===== config.mk =====
export PLATFORM = sky130hd
export DESIGN_NAME = sobel_deriv_stage
export DESIGN_NICKNAME = d
export VERILOG_FILES = /design/src/rtl/sobel_deriv_pkg.sv /design/src/rtl/sd_triplet_sum.sv /design/src/rtl/sd_diff_out.sv /design/src/rtl/sd_valid_pipe.sv /design/src/rtl/sobel_deriv_stage.sv
export SDC_FILE = /design/constraint.sdc
export NUM_CORES = 1
export LEC_CHECK = 0
export ABC_AREA = 1
export CAP_MARGIN = 10
export CORE_MARGIN = 2
export CORE_UTILIZATION = 40
export CTS_CLUSTER_SIZE = 24
export DETAILED_ROUTE_END_ITERATION = 16
export GPL_TIMING_DRIVEN = 0
export SETUP_SLACK_MARGIN = 0.2
export SLEW_MARGIN = 20
export SYNTH_ARGS = -nofsm -noshare
export SYNTH_HDL_FRONTEND = slang
export SYNTH_SLANG_ARGS = --single-unit

===== constraint.sdc =====
create_clock -name clk -period 1.55 [get_ports clk]
set_input_delay 0.31 -clock clk [delete_from_list [all_inputs] [get_ports clk]]
set_output_delay 0.31 -clock clk [all_outputs]
set_load 0.02 [all_outputs]

===== src/rtl/sobel_deriv_pkg.sv =====
package sobel_deriv_pkg;

    // Pixel width; every other width below follows from it.
    localparam int PIX_W   = 8;
    // One outer pair (a+c) or a doubled centre (2b).
    localparam int PAIR_W  = PIX_W + 1;
    // Weighted triplet sum, at most 4*(2^PIX_W - 1).
    localparam int SUM_W   = PIX_W + 2;
    // Signed difference of two triplet sums.
    localparam int RES_W   = PIX_W + 3;
    // Register stages from input to output.
    localparam int LATENCY = 4;
    // Largest possible magnitude of a result.
    localparam int RES_MAX = 4 * ((1 << PIX_W) - 1);

    typedef logic [PIX_W-1:0]        pix_t;
    typedef logic [SUM_W-1:0]        tsum_t;
    typedef logic signed [RES_W-1:0] res_t;

    typedef struct packed {
        pix_t edge_lo;
        pix_t centre;
        pix_t edge_hi;
    } triplet_t;

    typedef struct packed {
        logic [PAIR_W-1:0] outer_sum;
        logic [PAIR_W-1:0] centre_x2;
    } partial_t;

    // First level: add the two outer pixels; double the centre by wiring.
    function automatic partial_t split_triplet(input triplet_t t);
        partial_t p;
        p.outer_sum = {1'b0, t.edge_lo} + {1'b0, t.edge_hi};
        p.centre_x2 = {t.centre, 1'b0};
        return p;
    endfunction

    // Second level: combine the two partials into the weighted sum.
    function automatic tsum_t join_partial(input partial_t p);
        return {1'b0, p.outer_sum} + {1'b0, p.centre_x2};
    endfunction

    // Final level: signed difference of two unsigned sums.
    function automatic res_t sum_diff(input tsum_t pos, input tsum_t neg);
        return $signed({1'b0, pos}) - $signed({1'b0, neg});
    endfunction

endpackage


===== src/rtl/sd_triplet_sum.sv =====
module sd_triplet_sum
    import sobel_deriv_pkg::*;
(
    input  logic     clk,
    input  triplet_t trip,
    output tsum_t    sum_q
);
    partial_t part_q;

    // Stage 1: outer pair sum and doubled centre, registered side by side
    always_ff @(posedge clk) begin
        part_q <= split_triplet(trip);
    end

    // Stage 2: weighted triplet sum
    always_ff @(posedge clk) begin
        sum_q <= join_partial(part_q);
    end
endmodule


===== src/rtl/sd_diff_out.sv =====
module sd_diff_out
    import sobel_deriv_pkg::*;
(
    input  logic  clk,
    input  tsum_t pos_sum,
    input  tsum_t neg_sum,
    output res_t  res_q
);
    res_t diff_q;

    // Stage 3: the only subtraction in the datapath
    always_ff @(posedge clk) begin
        diff_q <= sum_diff(pos_sum, neg_sum);
    end

    // Stage 4: output register
    always_ff @(posedge clk) begin
        res_q <= diff_q;
    end
endmodule


===== src/rtl/sd_valid_pipe.sv =====
module sd_valid_pipe #(
    parameter int DEPTH = 4
) (
    input  logic clk,
    input  logic rst,
    input  logic vin,
    output logic vout
);
    logic [DEPTH:0] chain;

    assign chain[0] = vin;

    generate
        for (genvar s = 0; s < DEPTH; s++) begin : g_stage
            always_ff @(posedge clk) begin
                if (rst) chain[s+1] <= 1'b0;
                else     chain[s+1] <= chain[s];
            end
        end
    endgenerate

    assign vout = chain[DEPTH];
endmodule


===== src/rtl/sobel_deriv_stage.sv =====
module sobel_deriv_stage
    import sobel_deriv_pkg::*;
(
    input  logic                    clk,
    input  logic                    rst,
    input  logic                    in_valid,
    input  logic [PIX_W-1:0]        a1,
    input  logic [PIX_W-1:0]        b1,
    input  logic [PIX_W-1:0]        c1,
    input  logic [PIX_W-1:0]        a2,
    input  logic [PIX_W-1:0]        b2,
    input  logic [PIX_W-1:0]        c2,
    output logic                    out_valid,
    output logic signed [RES_W-1:0] p_out
);
    localparam int N_SIDES = 2;

    triplet_t trips [N_SIDES];
    tsum_t    sums  [N_SIDES];

    assign trips[0] = '{edge_lo: a1, centre: b1, edge_hi: c1};
    assign trips[1] = '{edge_lo: a2, centre: b2, edge_hi: c2};

    // Two independent triplet sums, built in parallel
    generate
        for (genvar g = 0; g < N_SIDES; g++) begin : g_side
            sd_triplet_sum u_sum (
                .clk   (clk),
                .trip  (trips[g]),
                .sum_q (sums[g])
            );
        end
    endgenerate

    sd_diff_out u_diff (
        .clk     (clk),
        .pos_sum (sums[0]),
        .neg_sum (sums[1]),
        .res_q   (p_out)
    );

    sd_valid_pipe #(.DEPTH(LATENCY)) u_vld (
        .clk  (clk),
        .rst  (rst),
        .vin  (in_valid),
        .vout (out_valid)
    );
endmodule


# --- Yosys cells after proc, flatten, opt, wreduce, memory -nomap -nowiden ---
# Cells that the tools add are included.
op_classes:
  addsub: 5
op_table:
  columns: ["op", "count"]
  rows:
  - ["$add A9 B9 Y10", 2]
  - ["$add A8 B8 Y9", 2]
  - ["$sub A10 B10 Y11", 1]
totals:
  word_cells: 17
  output_inout_bits: 12
  reg_bits: 80
  inputBits: 51

# --- Longest topological paths before layout ---
depth:
  word_depth: 1
  ltp_mapped: 10
  mapped_depth_nobuf: 10

# --- Modules after synthesis ---
# Synthesis repeated with hierarchy kept, for this count alone.
unflattened:
  cells_unflattened: 420
  area_unflattened_um2: 3657.3
by_module_without_submodules:
  columns: ["module", "instances", "area_each_um2", "cells_per_inst", "seq_area_each_um2"]
  rows:
  - ["sd_triplet_sum", 2, 1288.7, 145, 540.5]
  - ["sd_diff_out", 1, 969.7, 118, 440.4]
  - ["sd_valid_pipe", 1, 110.1, 12, 80.1]

# --- Least setup slack after synthesis ---
# No wires, ideal clock.
synth_path:
  path_kind: "register -> register"
  start: "register g_side[0].u_sum.sum_q[0]"
  end: "register u_diff.diff_q[6]"
  path_stages_with_launch: 10
  t_arrival_ns: 1.305
  period_less_slack_ns: 1.425
  n_path_buf: 0
  setup_ns: 0.120
  required_time_ns: 1.430
  setup_slack_ns: 0.125
  cell_sequence: "dfxtp_1 inv_1 ha_1 inv_1 fa_1 nand3_1 nand2_1 nand2_1 nand2_1 xor2_1"
synth_between:
  elab_chain_len: 1
synth_rtl:
  columns: ["item", "line_no", "text"]
  rows:
  - ["start, declared", "sd_triplet_sum.sv:6", "output tsum_t sum_q"]
  - ["start signal, assigned", "sd_triplet_sum.sv:17", "sum_q <= join_partial(part_q);"]
  - ["$sub A10 B10 Y11", "sobel_deriv_pkg.sv:46", "return $signed({1'b0, pos}) - $signed({1'b0, neg});"]
  - ["end signal, assigned", "sd_diff_out.sv:13", "diff_q <= sum_diff(pos_sum, neg_sum);"]
  - ["end, declared", "sd_diff_out.sv:9", "res_t diff_q;"]
# Every way passes these cells.
# A chain may end at the register's enable or synchronous reset.

# --- Worst setup path in the final report ---
# Same ends and word-level chain as after synthesis.

==> results.json <==
{
  "syn-cell-area_um2": 3470,
  "dieWidth_um": 97.2,
  "finalCriticalPeriod_ns": 1.42,
  "wl_um": 6500,
  "power_w": 0.00789,
  "final_area_um2": 4980,
  "layout-drive-gt1-share": 0.208,
  "drtIter0Drc": 49,
  "crit_required_ns": 1.79,
  "rrSetupSlack_ns": 0.13,
  "cp_max_fo": 3,
  "grt_max_degree": 13,
  "track_usage": 0.140,
  "setup.worst_path.class": "reg2reg",
  "ant_nets": 0,
  "drc": 0,
  "drtPass1Iterations": 4,
  "p_sw_frac": 0.343,
  "hold_path_end": "g_side[0].u_sum.part_q[9]$_DFF_P_",
  "area_growth_pct": 43.3,
  "outcome": "finished, final reports clean",
  "synthXorXnorAreaFrac": 0.0403,
  "drt-vias-per-instance": 4.57,
  "fin_crit_sh": 0.915,
  "power.internal_w": 0.00518,
  "ir_drop_mv": 0.586,
  "hpwl_um": 4560,
  "max_cap_violations": 0,
  "grt_pass1_wl_um": 10800,
  "clk_pin_slew_ns": 0.07,
  "power.share.clock": 0.213,
  "r2r_end": "u_diff.diff_q[6]$_DFF_P_",
  "clock_path_buffers": 2,
  "cts_buffers": 9,
  "p_switching_w": 0.00271,
  "rsz0062_at_grt": "true",
  "postSynthRegisterBits": 80,
  "slew_headroom": 0.833,
  "r2r_cells": 9,
  "placed_area_um2": 4240,
  "wl_per_cell_um": 11.0,
  "min-delay-path-class": "in2reg",
  "tritoncts": "built",
  "critPathCaptureType": "register",
  "synth-simple-area-share": 0.210,
  "synth_area_per_cell_um2": 8.75,
  "fin_hold_ws_ns": 0.327,
  "fp.dieArea_um2": 9450,
  "min_from": "a1[0]",
  "antenna_found_initial": 0,
  "rows": 34,
  "num_io_pins": 63,
  "cp_data_arrival_time_ns": 1.66,
  "gp_congestion": 0.808,
  "synth_compound_area_frac": 0.0515,
  "root_buffer": "clkbuf_8",
  "fmax_mhz": 705,
  "worstMarginPinSlew_ns": 0.250,
  "syn-instance-count": 397,
  "dieHeight_um": 97.2,
  "antenna_cells": 0,
  "skew_ns": 0.00720,
  "yosysWarnings": 0,
  "ys_seq_area_frac": 0.461,
  "grt_pass1_vias": 2567,
  "numPortBuffers": 62,
  "p_seq_frac": 0.365,
  "overflow": 0,
  "syn-num-nets": 495,
  "synth_top_family_by_area": "simple AND/OR/NAND/NOR gates",
  "crit_path_start_kind": "register",
  "final_hold_viol_count": 0,
  "setup_viol": 0,
  "slew_violations": 0,
  "fin_nets": 579,
  "powerDensity_nw_per_um2": 1580,
  "clkSinkCount": 80,
  "start_util": 0.406,
  "clk-insertion-delay-late_ns": 0.35,
  "synth.area.mux_share": 0,
  "num_vias": 2712,
  "synth.distinct_cells": 16,
  "htreeDepth": 3,
  "synth-adder-area-share": 0.180,
  "fp.coreArea_um2": 8550,
  "combPwrFrac": 0.422,
  "hold_depth": 2,
  "p_leak_nw": 2.41,
  "r2r_start": "g_side[0].u_sum.sum_q[0]$_DFF_P_"
}
## cells by family after synthesis
family	count (synthesis)
AOI/OAI and AO/OA	31
xor gates and xnor gates	16
adders and majority gates	47
buffers and inverters	53
DFF	80
and+or+nand+nor	170
## flip-flops by register name, summed over array words and instances, names as in the netlist
name                 count
u_vld.vout               1
g_side.u_sum.sum_q      20
u_diff.diff_q           11
u_vld.chain              3
g_side.u_sum.part_q     34
u_diff.res_q            11
## routing by layer
| metal | part of all wire | vias up | wire (um) | global-route usage |
|---|---|---|---|---|
| li1 | - | 1443 | - | - |
| met3 | 0.045 | 13 | 292 | 0.0367 |
| met5 | 0 | - | 0 | 0 |
| met1 | 0.46 | 1192 | 2970 | 0.160 |
| met4 | 0.026 | 0 | 170 | 0.0715 |
| met2 | 0.47 | 64 | 3070 | 0.241 |
## cell usage after synthesis
master	count	area, um^2
dfxtp_1	80	1600
fa_1	5	100
a21oi_1	23	115
o21a_1	4	30.0
nor3_1	1	5.00
a21oi_2	3	26.3
inv_1	53	199
or2_4	3	26.3
nor2_1	16	60.1
nand4_1	7	43.8
xor2_1	16	140
nand3_2	3	30.0
nand3_1	31	155
o21bai_1	1	7.51
nand2_1	109	409
ha_1	42	526
## cell usage in the layout, fill, tap and decap left out, types with 15 or more instances in the layout
cell	synthesis	layout
a21oi_1	23	15
clkdlybuf4s50_1	0	36
dfxtp_1	80	74
ha_1	42	15
ha_4	0	22
inv_1	53	50
nand2_1	109	99
nand3_1	31	24
nor2_1	16	15
xor2_1	16	16
## through the flow
step / setup TNS (ns) / setup slack, ns / util / std cells
after detailed placement: -2.90 / -0.349 / 0.495 / 567
after global placement: -2.87 / -0.334 / 0.495 / 567
after global routing: 0 / 0.0384 / 0.582 / 593
final: 0 / 0.131 / 0.582 / 593
after floorplan: 0 / 0.176 / - / 397
after CTS: 0 / 0.0760 / 0.546 / 590
## critical path, cell delays in order, from the launching register on
cell     delay (ns)
dfxtp_2        0.32
inv_2          0.05
ha_4           0.12
inv_2          0.04
fa_2           0.34
nand3_2        0.09
nand2_4        0.07
nand2_4        0.08
nand2_4        0.05
xor2_1         0.14
## area by class of cell
| class | count | area (um^2) |
|---|---|---|
| Clock buffer | 12 | 155 |
| Clock inverter | 3 | 65.1 |
| Inverter | 53 | 199 |
| Multi-Input combinational cell | 264 | 2100 |
| Timing Repair Buffer | 73 | 711 |
| Fill cell | 765 | 3570 |
| Tap cell | 108 | 135 |
| Sequential cell | 80 | 1610 |
## power by group through the flow
stage | combinational [W] | clock [W] | sequential [W]
final | 0.00333 | 0.00168 | 0.00288
after global routing | 0.00376 | 0.00181 | 0.00294
after CTS | 0.00294 | 0.00174 | 0.00285
after detailed placement | 0.00267 | 0 | 0.00288
after global placement | 0.00264 | 0 | 0.00287
after floorplan | 0.00171 | 0 | 0.00301
## how the worst max path moves through the flow
| stage | startpoint | to | slack [ns] | cells past startpoint |
|---|---|---|---|---|
| after floorplan | g_side[0].u_sum.sum_q[0]$_DFF_P_ | u_diff.diff_q[6]$_DFF_P_ | 0.18 | 9 |
| after global placement | a1[0] | g_side[0].u_sum.part_q[17]$_DFF_P_ | -0.33 | 7 |
| after detailed placement | a1[0] | g_side[0].u_sum.part_q[17]$_DFF_P_ | -0.35 | 7 |
| after CTS | g_side[0].u_sum.sum_q[0]$_DFF_P_ | u_diff.diff_q[6]$_DFF_P_ | 0.08 | 9 |
| after global routing | g_side[0].u_sum.sum_q[0]$_DFF_P_ | u_diff.diff_q[6]$_DFF_P_ | 0.04 | 9 |
| final | g_side[0].u_sum.sum_q[0]$_DFF_P_ | u_diff.diff_q[6]$_DFF_P_ | 0.13 | 9 |
## timing repair
item,4_1_cts,5_1_grt
buffers inserted,8,3
gates cloned,0,0
pin swaps,18,25
setup endpoints to repair,33,27
gates resized for setup,47,59
hold buffers,0,0
Note: power is estimated with default switching activity, not from simulation.
